**src/rtl/dma_irq_ctrl_pkg.sv**
```systemverilog
package dma_irq_ctrl_pkg;
  // Word addresses of the register window
  localparam int unsigned WADDR_MASK_CLR  = 8;
  localparam int unsigned WADDR_MASK_SET  = 9;
  localparam int unsigned WADDR_MASK_VIEW = 10;
  localparam int unsigned WADDR_PENDING   = 11;

  typedef enum logic [2:0] {
    ACC_NONE,
    ACC_MCLR,
    ACC_MSET,
    ACC_MVIEW,
    ACC_PEND
  } acc_kind_e;
endpackage

```
**src/rtl/irq_src_edge.sv**
```systemverilog
module irq_src_edge #(
  parameter int unsigned N_SRC = 2
) (
  input  logic             clk,
  input  logic             rst,
  input  logic [N_SRC-1:0] src_i,
  output logic [N_SRC-1:0] rise_o
);
  logic [N_SRC-1:0] hist_q;

  for (genvar g = 0; g < N_SRC; g++) begin : g_line
    always_ff @(posedge clk) begin
      if (rst) hist_q[g] <= 1'b0;
      else     hist_q[g] <= src_i[g];
    end
    assign rise_o[g] = src_i[g] & ~hist_q[g];
  end

  // a line that was high last cycle cannot report an edge now
  a_r7_no_level_retrigger: assert property (@(posedge clk) disable iff (rst)
    1'b1 |=> ((rise_o & $past(src_i)) == '0));
endmodule

```
**src/rtl/irq_bus_if.sv**
```systemverilog
module irq_bus_if
  import dma_irq_ctrl_pkg::*;
#(
  parameter int unsigned N_SRC  = 2,
  parameter int unsigned ADDR_W = 4,
  parameter int unsigned DATA_W = 32
) (
  input  logic              clk,
  input  logic              rst,
  input  logic              sel_i,
  input  logic              we_i,
  input  logic [ADDR_W-1:0] addr_i,
  input  logic [DATA_W-1:0] wdata_i,
  input  logic [N_SRC-1:0]  mask_i,
  input  logic [N_SRC-1:0]  pend_i,
  output logic              set_en_o,
  output logic              clr_en_o,
  output logic [N_SRC-1:0]  bits_o,
  output logic [N_SRC-1:0]  ack_o,
  output logic [DATA_W-1:0] rdata_o
);
  acc_kind_e        kind;
  logic [DATA_W-1:0] rd_mux;
  logic [DATA_W-1:0] rdata_q;
  logic              unused_wdata_hi;

  always_comb begin
    kind = ACC_NONE;
    if (sel_i) begin
      if      (addr_i == ADDR_W'(WADDR_MASK_CLR))  kind = ACC_MCLR;
      else if (addr_i == ADDR_W'(WADDR_MASK_SET))  kind = ACC_MSET;
      else if (addr_i == ADDR_W'(WADDR_MASK_VIEW)) kind = ACC_MVIEW;
      else if (addr_i == ADDR_W'(WADDR_PENDING))   kind = ACC_PEND;
    end
  end

  assign bits_o   = wdata_i[N_SRC-1:0];
  assign set_en_o = we_i && (kind == ACC_MSET);
  assign clr_en_o = we_i && (kind == ACC_MCLR);
  assign ack_o    = (we_i && (kind == ACC_PEND)) ? wdata_i[N_SRC-1:0] : '0;
  assign unused_wdata_hi = ^wdata_i[DATA_W-1:N_SRC];

  always_comb begin
    rd_mux = '0;
    case (kind)
      ACC_MVIEW: rd_mux = DATA_W'(mask_i);
      ACC_PEND:  rd_mux = DATA_W'(pend_i);
      default:   rd_mux = '0;
    endcase
  end

  always_ff @(posedge clk) begin
    if (rst)                rdata_q <= '0;
    else if (sel_i && !we_i) rdata_q <= rd_mux;
    else                    rdata_q <= '0;
  end
  assign rdata_o = rdata_q;

  // the read port is idle after any cycle without a read
  a_r2_idle_read_zero: assert property (@(posedge clk) disable iff (rst)
    !(sel_i && !we_i) |=> (rdata_o == '0));
endmodule

```
**src/rtl/irq_mask_reg.sv**
```systemverilog
module irq_mask_reg #(
  parameter int unsigned N_SRC = 2
) (
  input  logic             clk,
  input  logic             rst,
  input  logic             set_en_i,
  input  logic             clr_en_i,
  input  logic [N_SRC-1:0] bits_i,
  output logic [N_SRC-1:0] mask_o,
  output logic [N_SRC-1:0] mask_nxt_o
);
  logic [N_SRC-1:0] mask_q;

  always_comb begin
    mask_nxt_o = mask_q;
    if (clr_en_i)      mask_nxt_o = mask_q & ~bits_i;
    else if (set_en_i) mask_nxt_o = mask_q | bits_i;
  end

  always_ff @(posedge clk) begin
    if (rst) mask_q <= '0;
    else     mask_q <= mask_nxt_o;
  end
  assign mask_o = mask_q;

  a_r3_set_lands: assert property (@(posedge clk) disable iff (rst)
    set_en_i |=> ((mask_o & $past(bits_i)) == $past(bits_i)));
  a_r4_clear_lands: assert property (@(posedge clk) disable iff (rst)
    clr_en_i |=> ((mask_o & $past(bits_i)) == '0));
  a_r5_mask_holds: assert property (@(posedge clk) disable iff (rst)
    (!set_en_i && !clr_en_i) |=> $stable(mask_o));
endmodule

```
**src/rtl/irq_pend_reg.sv**
```systemverilog
module irq_pend_reg #(
  parameter int unsigned N_SRC = 2
) (
  input  logic             clk,
  input  logic             rst,
  input  logic [N_SRC-1:0] rise_i,
  input  logic [N_SRC-1:0] mask_i,
  input  logic [N_SRC-1:0] ack_i,
  output logic [N_SRC-1:0] pend_o,
  output logic [N_SRC-1:0] pend_nxt_o
);
  logic [N_SRC-1:0] pend_q;
  logic [N_SRC-1:0] capture;

  assign capture = rise_i & mask_i;

  for (genvar g = 0; g < N_SRC; g++) begin : g_bit
    // capture first so a same-cycle acknowledge cannot lose the event
    assign pend_nxt_o[g] = capture[g] | (pend_q[g] & ~ack_i[g]);
    always_ff @(posedge clk) begin
      if (rst) pend_q[g] <= 1'b0;
      else     pend_q[g] <= pend_nxt_o[g];
    end
  end
  assign pend_o = pend_q;

  a_r10_capture_wins: assert property (@(posedge clk) disable iff (rst)
    (capture != '0) |=> ((pend_o & $past(capture)) == $past(capture)));
  a_r9_ack_clears: assert property (@(posedge clk) disable iff (rst)
    (ack_i != '0) |=> ((pend_o & $past(ack_i & ~capture)) == '0));
  a_r8_set_only_on_capture: assert property (@(posedge clk) disable iff (rst)
    1'b1 |=> ((pend_o & ~$past(pend_o) & ~$past(capture)) == '0));
endmodule

```
**src/rtl/dma_irq_ctrl.sv**
```systemverilog
module dma_irq_ctrl #(
  parameter int unsigned N_SRC  = 2,
  parameter int unsigned ADDR_W = 4,
  parameter int unsigned DATA_W = 32
) (
  input  logic              clk,
  input  logic              rst,
  input  logic [N_SRC-1:0]  req_i,
  input  logic              bus_sel_i,
  input  logic              bus_we_i,
  input  logic [ADDR_W-1:0] bus_addr_i,
  input  logic [DATA_W-1:0] bus_wdata_i,
  output logic [DATA_W-1:0] bus_rdata_o,
  output logic              irq_o
);
  logic [N_SRC-1:0] rise_w, mask_w, mask_nxt_w, pend_w, pend_nxt_w, bits_w, ack_w;
  logic             set_en_w, clr_en_w, irq_q;

  irq_src_edge #(.N_SRC(N_SRC)) u_edge (
    .clk(clk), .rst(rst), .src_i(req_i), .rise_o(rise_w));

  irq_bus_if #(.N_SRC(N_SRC), .ADDR_W(ADDR_W), .DATA_W(DATA_W)) u_bus (
    .clk(clk), .rst(rst), .sel_i(bus_sel_i), .we_i(bus_we_i),
    .addr_i(bus_addr_i), .wdata_i(bus_wdata_i), .mask_i(mask_w),
    .pend_i(pend_w), .set_en_o(set_en_w), .clr_en_o(clr_en_w),
    .bits_o(bits_w), .ack_o(ack_w), .rdata_o(bus_rdata_o));

  irq_mask_reg #(.N_SRC(N_SRC)) u_mask (
    .clk(clk), .rst(rst), .set_en_i(set_en_w), .clr_en_i(clr_en_w),
    .bits_i(bits_w), .mask_o(mask_w), .mask_nxt_o(mask_nxt_w));

  irq_pend_reg #(.N_SRC(N_SRC)) u_pend (
    .clk(clk), .rst(rst), .rise_i(rise_w), .mask_i(mask_w), .ack_i(ack_w),
    .pend_o(pend_w), .pend_nxt_o(pend_nxt_w));

  // register the combined output from next-state values so it lines up with state
  always_ff @(posedge clk) begin
    if (rst) irq_q <= 1'b0;
    else     irq_q <= |(pend_nxt_w & mask_nxt_w);
  end
  assign irq_o = irq_q;

  a_r11_irq_tracks_state: assert property (@(posedge clk) disable iff (rst)
    irq_o == |(pend_w & mask_w));
  a_r1_reset_clears: assert property (@(posedge clk)
    rst |=> (mask_w == '0 && pend_w == '0 && !irq_o && bus_rdata_o == '0));
endmodule

```
**config.mk**
```make
export PLATFORM = sky130hd
export DESIGN_NAME = dma_irq_ctrl
export DESIGN_NICKNAME = d
export VERILOG_FILES = /design/src/rtl/dma_irq_ctrl_pkg.sv /design/src/rtl/irq_src_edge.sv /design/src/rtl/irq_bus_if.sv /design/src/rtl/irq_mask_reg.sv /design/src/rtl/irq_pend_reg.sv /design/src/rtl/dma_irq_ctrl.sv
export SDC_FILE = /design/constraint.sdc
export NUM_CORES = 1
export LEC_CHECK = 0
export ABC_AREA = 1
export CORE_MARGIN = 2
export CORE_UTILIZATION = 27
export CTS_CLUSTER_SIZE = 24
export DETAILED_ROUTE_END_ITERATION = 12
export PLACE_DENSITY = 0.88
export SKIP_CTS_REPAIR_TIMING = 1
export SYNTH_ARGS = -nofsm -noshare
export SYNTH_HDL_FRONTEND = slang
export SYNTH_SLANG_ARGS = --single-unit
```
**constraint.sdc**
```tcl
create_clock -name clk -period 1.3 [get_ports clk]
set_clock_uncertainty 0.2 [all_clocks]
set_input_delay 0.195 -clock clk [delete_from_list [all_inputs] [get_ports clk]]
set_output_delay 0.195 -clock clk [all_outputs]
set_load 0.03 [all_outputs]
```
==> results of run 1 <==
## power by group through the flow
stage               Sequential (uW)  Combinational (uW)  Clock (uW)
floorplan                       287                 202           0
finish                          281                 198         214
global route                    281                 213         234
global placement                287                 191           0
CTS                             281                 193         223
detailed placement              287                 192           0
## logic make-up (layout without fill, tap and decap cells)
kind of cell | after synthesis | in the layout
AND/OR/NAND/NOR | 39 | 39
other | 1 | 30
buffers and inverters | 40 | 35
AO/OA/AOI/OAI | 4 | 4
flip-flops | 9 | 9
## final timing paths
path | endpoint | slack (ns) | depth (start not counted)
worst min register to register | u_pend.pend_o[0] | 0.29 | 2
worst min-delay path | u_bus.rdata_o[1] | 0.20 | 4
worst max-delay path | irq_o | 0.11 | 7
worst max register to register | irq_o | 0.27 | 6
## cells in the mapped netlist
master    number  area [um^2]
buf_4         30        225.2
nand2_1       18        67.56
dfxtp_1        9        180.2
inv_1          9        33.78
nand3_1        5        25.02
nor2_1         5        18.77
nor2_2         5        31.28
a21oi_1        4        20.02
nand3_2        2        20.02
nand4_1        2        12.51
conb_1         1        3.750
inv_2          1        3.750
nand2_2        1        6.260
nand3b_1       1        7.510
## metrics by stage
step                area (um^2)  cells  worst slack, ns  hold WS, ns
floorplan                 764.5    122           0.2612      0.06407
global placement          752.0    140          -0.3187       0.2619
detailed placement        752.0    140          -0.3678       0.2653
CTS                       778.2    144          -0.1129       0.2745
global route              835.8    145          0.05928       0.2313
finish                    835.8    145           0.1097       0.1961
## registers in the layout, indices dropped and copies added, names as in the netlist
name,cells
irq_o,1
u_pend.pend_o,2
u_bus.rdata_o,2
u_edge.hist_q,2
u_mask.mask_o,2
## layer usage
| layer | GRT usage (%) | wire (um) | vias up |
|---|---|---|---|
| li1 | - | - | 273 |
| met1 | 8.020 | 471 | 223 |
| met2 | 17.28 | 631 | 25 |
| met3 | 4.237 | 113 | 0 |
| met4 | 2.564 | 0 | 0 |
| met5 | 0 | 0 | - |
## worst min-delay path, stage by stage
cell and delay, ns:
dlymetal6s2s_1 0.12, buf_4 0.14, nand3b_1 0.12, a21oi_1 0.04
## cell type report
type                       instances  area share (%)
tap                               28           4.192
clock buffer                       4           3.144
multi-input combinational         73           42.66
inverter                          10           4.491
timing repair buffer              21           23.95
sequential                         9           21.56
==> impl_metrics.ini, run 1 <==
[outcome]
status = complete, no violations

[route]
route.detailed.drc = 0
avgViaCountPerCell = 3.593
via_count = 521
wl_um = 1216
wl_per_cell_um = 8.386
ant_nets = 0
drt_iter0_drc = 3
firstDrtPassIters = 5

[placement]
portBuffers = 14
routabilityCongestion = 0.8544
post-dp-hpwl_um = 993.5

[global_routing]
track_usage_pct = 8.931
first_global_vias = 468
antenna_found_initial = 0
overflow = 0
grt_max_degree = 6
grt_pass1_wl_um = 1745

[logic_synthesis]
synth_area_um2 = 655.6
synth_compound_area_share_pct = 3.053
yosysUniqueCellTypes = 14
ys_seq_elements = 9
synth_fa_ha_area_share_pct = 0
syn_inst = 93
synth-xor-area-share_pct = 0
synth_area_per_cell_um2 = 7.050
synth_top_family_by_area = buffers and inverters
yosysWarningCount = 0
synth-simple-area-share_pct = 28.82
seq_area_frac_synth_pct = 27.48
synthMuxAreaShare_pct = 0

[worst_setup_path]
cp_common_cell = nand2_1
crit_chain = clkdlybuf4s50_1 > nand3_1 > nand2_1 > nand2_1 > nor2_2 > nand2_1 > nand2_1
r2r_start = u_mask.mask_o[0]
endpoint_kind = register
crit_slowest_cell = clkdlybuf4s50_1
worst-setup-path-type = input pin to register
cp-start-kind = input pin
critPathMaxStageDelay_ns = 0.54
path_max_fanout = 3
critical_path.top_delay_family = buffers and inverters
cp.required_ns = 1.31
crit_arrival_ns = 1.20
critical_path.n_buffers_inverters = 1
crit_path_start = bus_wdata_i[0]

[layout]
area_delta_synth_final_pct = 27.48
multi_input_area_um2 = 356.6
diodes = 0
layout_commonest_cell = conb_1
utilization_pct = 37.07
seq_area_um2 = 180.2
layout_common_cells = conb_1 (30), nand2_1 (14), buf_4 (10)
fillCellCount = 246
layout-drive-gt1-share_pct = 25.64
nets = 160

[die]
core_mm2 = 0.002255
start_util_pct = 29.08
fp.dieH_um = 53.28
fp-row-count = 17
die_area_mm2 = 0.002838
die_x_um = 53.28
io-pin-count = 75

[power_and_ir_drop]
sequentialPowerShare_pct = 40.5
p_sw_uw = 249.3
powerDensity_mw_per_mm2 = 829.3
p_comb_share_pct = 28.6
internal_power_uw = 443.8
p_leak_uw = 0.0004587
power.total_uw = 693.1
ir_drop_mv = 0.3680
p_sw_share_pct = 35.97
clockPowerShare_pct = 30.8

[min_path]
hold_path.class = input pin to register
holdCritStartpoint = bus_we_i

[run]
drv_cap = 0

[sta]
finalCriticalPeriod_ns = 1.190
finalSetupTns_ns = 0
rsz0062_at_grt = false
slew_violations = 0
hold_viol = 0
setup_viol = 0
finalCritPeriodShare_pct = 91.56
fmax_mhz = 840.1

[clock_tree]
cts_htree_levels = 1
clk_latency_ns = 0.26
cts_tree = done
numCtsBuffers = 3
cts.sinks = 9
root_buffer = clkbuf_4
clockBufferDepth = 2
clk_pin_slew_ns = 0.06
Note: power is estimated with default switching activity, not from simulation.
==> run 2: changes to the inputs <==
--- a/config.mk
+++ b/config.mk
@@ -6,12 +6,14 @@
 export NUM_CORES = 1
 export LEC_CHECK = 0
 export ABC_AREA = 1
+export CORE_ASPECT_RATIO = 1.25
 export CORE_MARGIN = 2
 export CORE_UTILIZATION = 27
 export CTS_CLUSTER_SIZE = 24
 export DETAILED_ROUTE_END_ITERATION = 12
 export PLACE_DENSITY = 0.88
 export SKIP_CTS_REPAIR_TIMING = 1
+export SLEW_MARGIN = 25
 export SYNTH_ARGS = -nofsm -noshare
 export SYNTH_HDL_FRONTEND = slang
 export SYNTH_SLANG_ARGS = --single-unit
==> run 2 against run 1 <==
Utilization decreased by 1.3 points. First-iteration DRC count increased by 100%. Critical path type unchanged. Critical path depth unchanged. Highest routed layer is now met4. Clock power about the same.
==> impl_metrics.ini, run 2 (synthesis results as in run 1) <==
[global_routing]
grt_pass1_wl_um = 1656
first_global_vias = 450
antenna_found_initial = 0
overflow = 0
track_usage_pct = 8.619
grt_max_degree = 6

[route]
avgViaCountPerCell = 3.637
wl_per_cell_um = 7.856
drt_iter0_drc = 6
ant_nets = 0
route.detailed.drc = 0
wl_um = 1147
firstDrtPassIters = 2
via_count = 531

[worst_setup_path]
crit_chain = clkdlybuf4s50_1 > nand3_1 > nand2_1 > nand2_1 > nor2_2 > nand2_1 > nand2_1
worst-setup-path-type = input pin to register
critPathMaxStageDelay_ns = 0.52
cp_common_cell = nand2_1
cp-start-kind = input pin
endpoint_kind = register
crit_arrival_ns = 1.16
path_max_fanout = 3
cp.required_ns = 1.30
crit_slowest_cell = clkdlybuf4s50_1

[layout]
stdcell_area_um2 = 807.0
area_delta_synth_final_pct = 23.09
nets = 158
layout_commonest_cell = conb_1
diodes = 0
layout_common_cells = conb_1 (30), nand2_1 (17), dfxtp_1 (9)
layout-drive-gt1-share_pct = 20.00

[sta]
hold_viol = 0
setup_ws_ns = 0.1446
fmax_mhz = 865.5
hold_slack_ns = 0.1849
finalSetupTns_ns = 0
setup_viol = 0
finalCriticalPeriod_ns = 1.155
rsz0062_at_grt = false
finalCritPeriodShare_pct = 88.87
slew_violations = 0

[run]
drv_cap = 0

[clock_tree]
clk_pin_slew_ns = 0.06
clockBufferDepth = 2
cts_tree = done
cts.sinks = 9
root_buffer = clkbuf_4
cts_htree_levels = 1
numCtsBuffers = 3
clk_latency_ns = 0.26

[min_path]
hold_path.class = input pin to register

[power_and_ir_drop]
p_leak_uw = 0.0004493
power.total_uw = 687.4
powerDensity_mw_per_mm2 = 851.8
ir_drop_mv = 0.3948

[die]
die_x_um = 48.08
io-pin-count = 75
fp.dieH_um = 59.10
fp-row-count = 19
die_area_mm2 = 0.002841
start_util_pct = 29.03
core_mm2 = 0.002258

[placement]
portBuffers = 14
post-dp-hpwl_um = 913.4
place_ws_ns = -0.3345
dpl_cell_area_um2 = 748.2
routabilityCongestion = 0.8936

[outcome]
status = complete, no violations
## run 2: final cells by class
cell class,instances,area [um^2]
inverters,10,37.54
clock buffers,4,26.28
well taps,31,38.79
flip-flops and latches,9,180.2
repair buffers,19,185.2
multi-input cells,73,339.1
fillers,245,1451
## run 2: final timing paths
kind | startpoint | to | slack [ns] | depth (start not counted)
max reg2reg | u_mask.mask_o[0] | irq_o | 0.32 | 6
min reg2reg | u_pend.pend_o[0] | u_bus.rdata_o[0] | 0.27 | 2
max | bus_wdata_i[0] | irq_o | 0.14 | 7
min | bus_addr_i[2] | u_bus.rdata_o[0] | 0.18 | 6
## run 2: per-stage QoR
step           utilization [%]  instances
2_1_floorplan                -        122
3_3_place_gp             33.13        142
3_5_place_dp             33.13        142
4_1_cts                  34.29        146
5_1_grt                  35.73        146
6_report                 35.73        146
## run 2: routing by layer
layer | share of wire [%] | GRT usage (%) | wire length, um
met1 | 35 | 8.566 | 399
met2 | 50 | 13.14 | 569
met3 | 13 | 3.963 | 151
met4 | 2.4 | 6.950 | 27
met5 | 0 | 0 | 0
## run 2: power breakdown
part	leakage (uW)	switching (uW)	internal, uW
Combinational	0.000361	150	44.2
Sequential	0.0000730	1.05	280
Clock	0.0000150	94.1	118
Total	0.000449	245	442
## run 2: worst max-delay path, delay by kind of cell
family	cells	cell delay (ns)
and+or+nand+nor	6	0.44
buffers and inverters	1	0.52
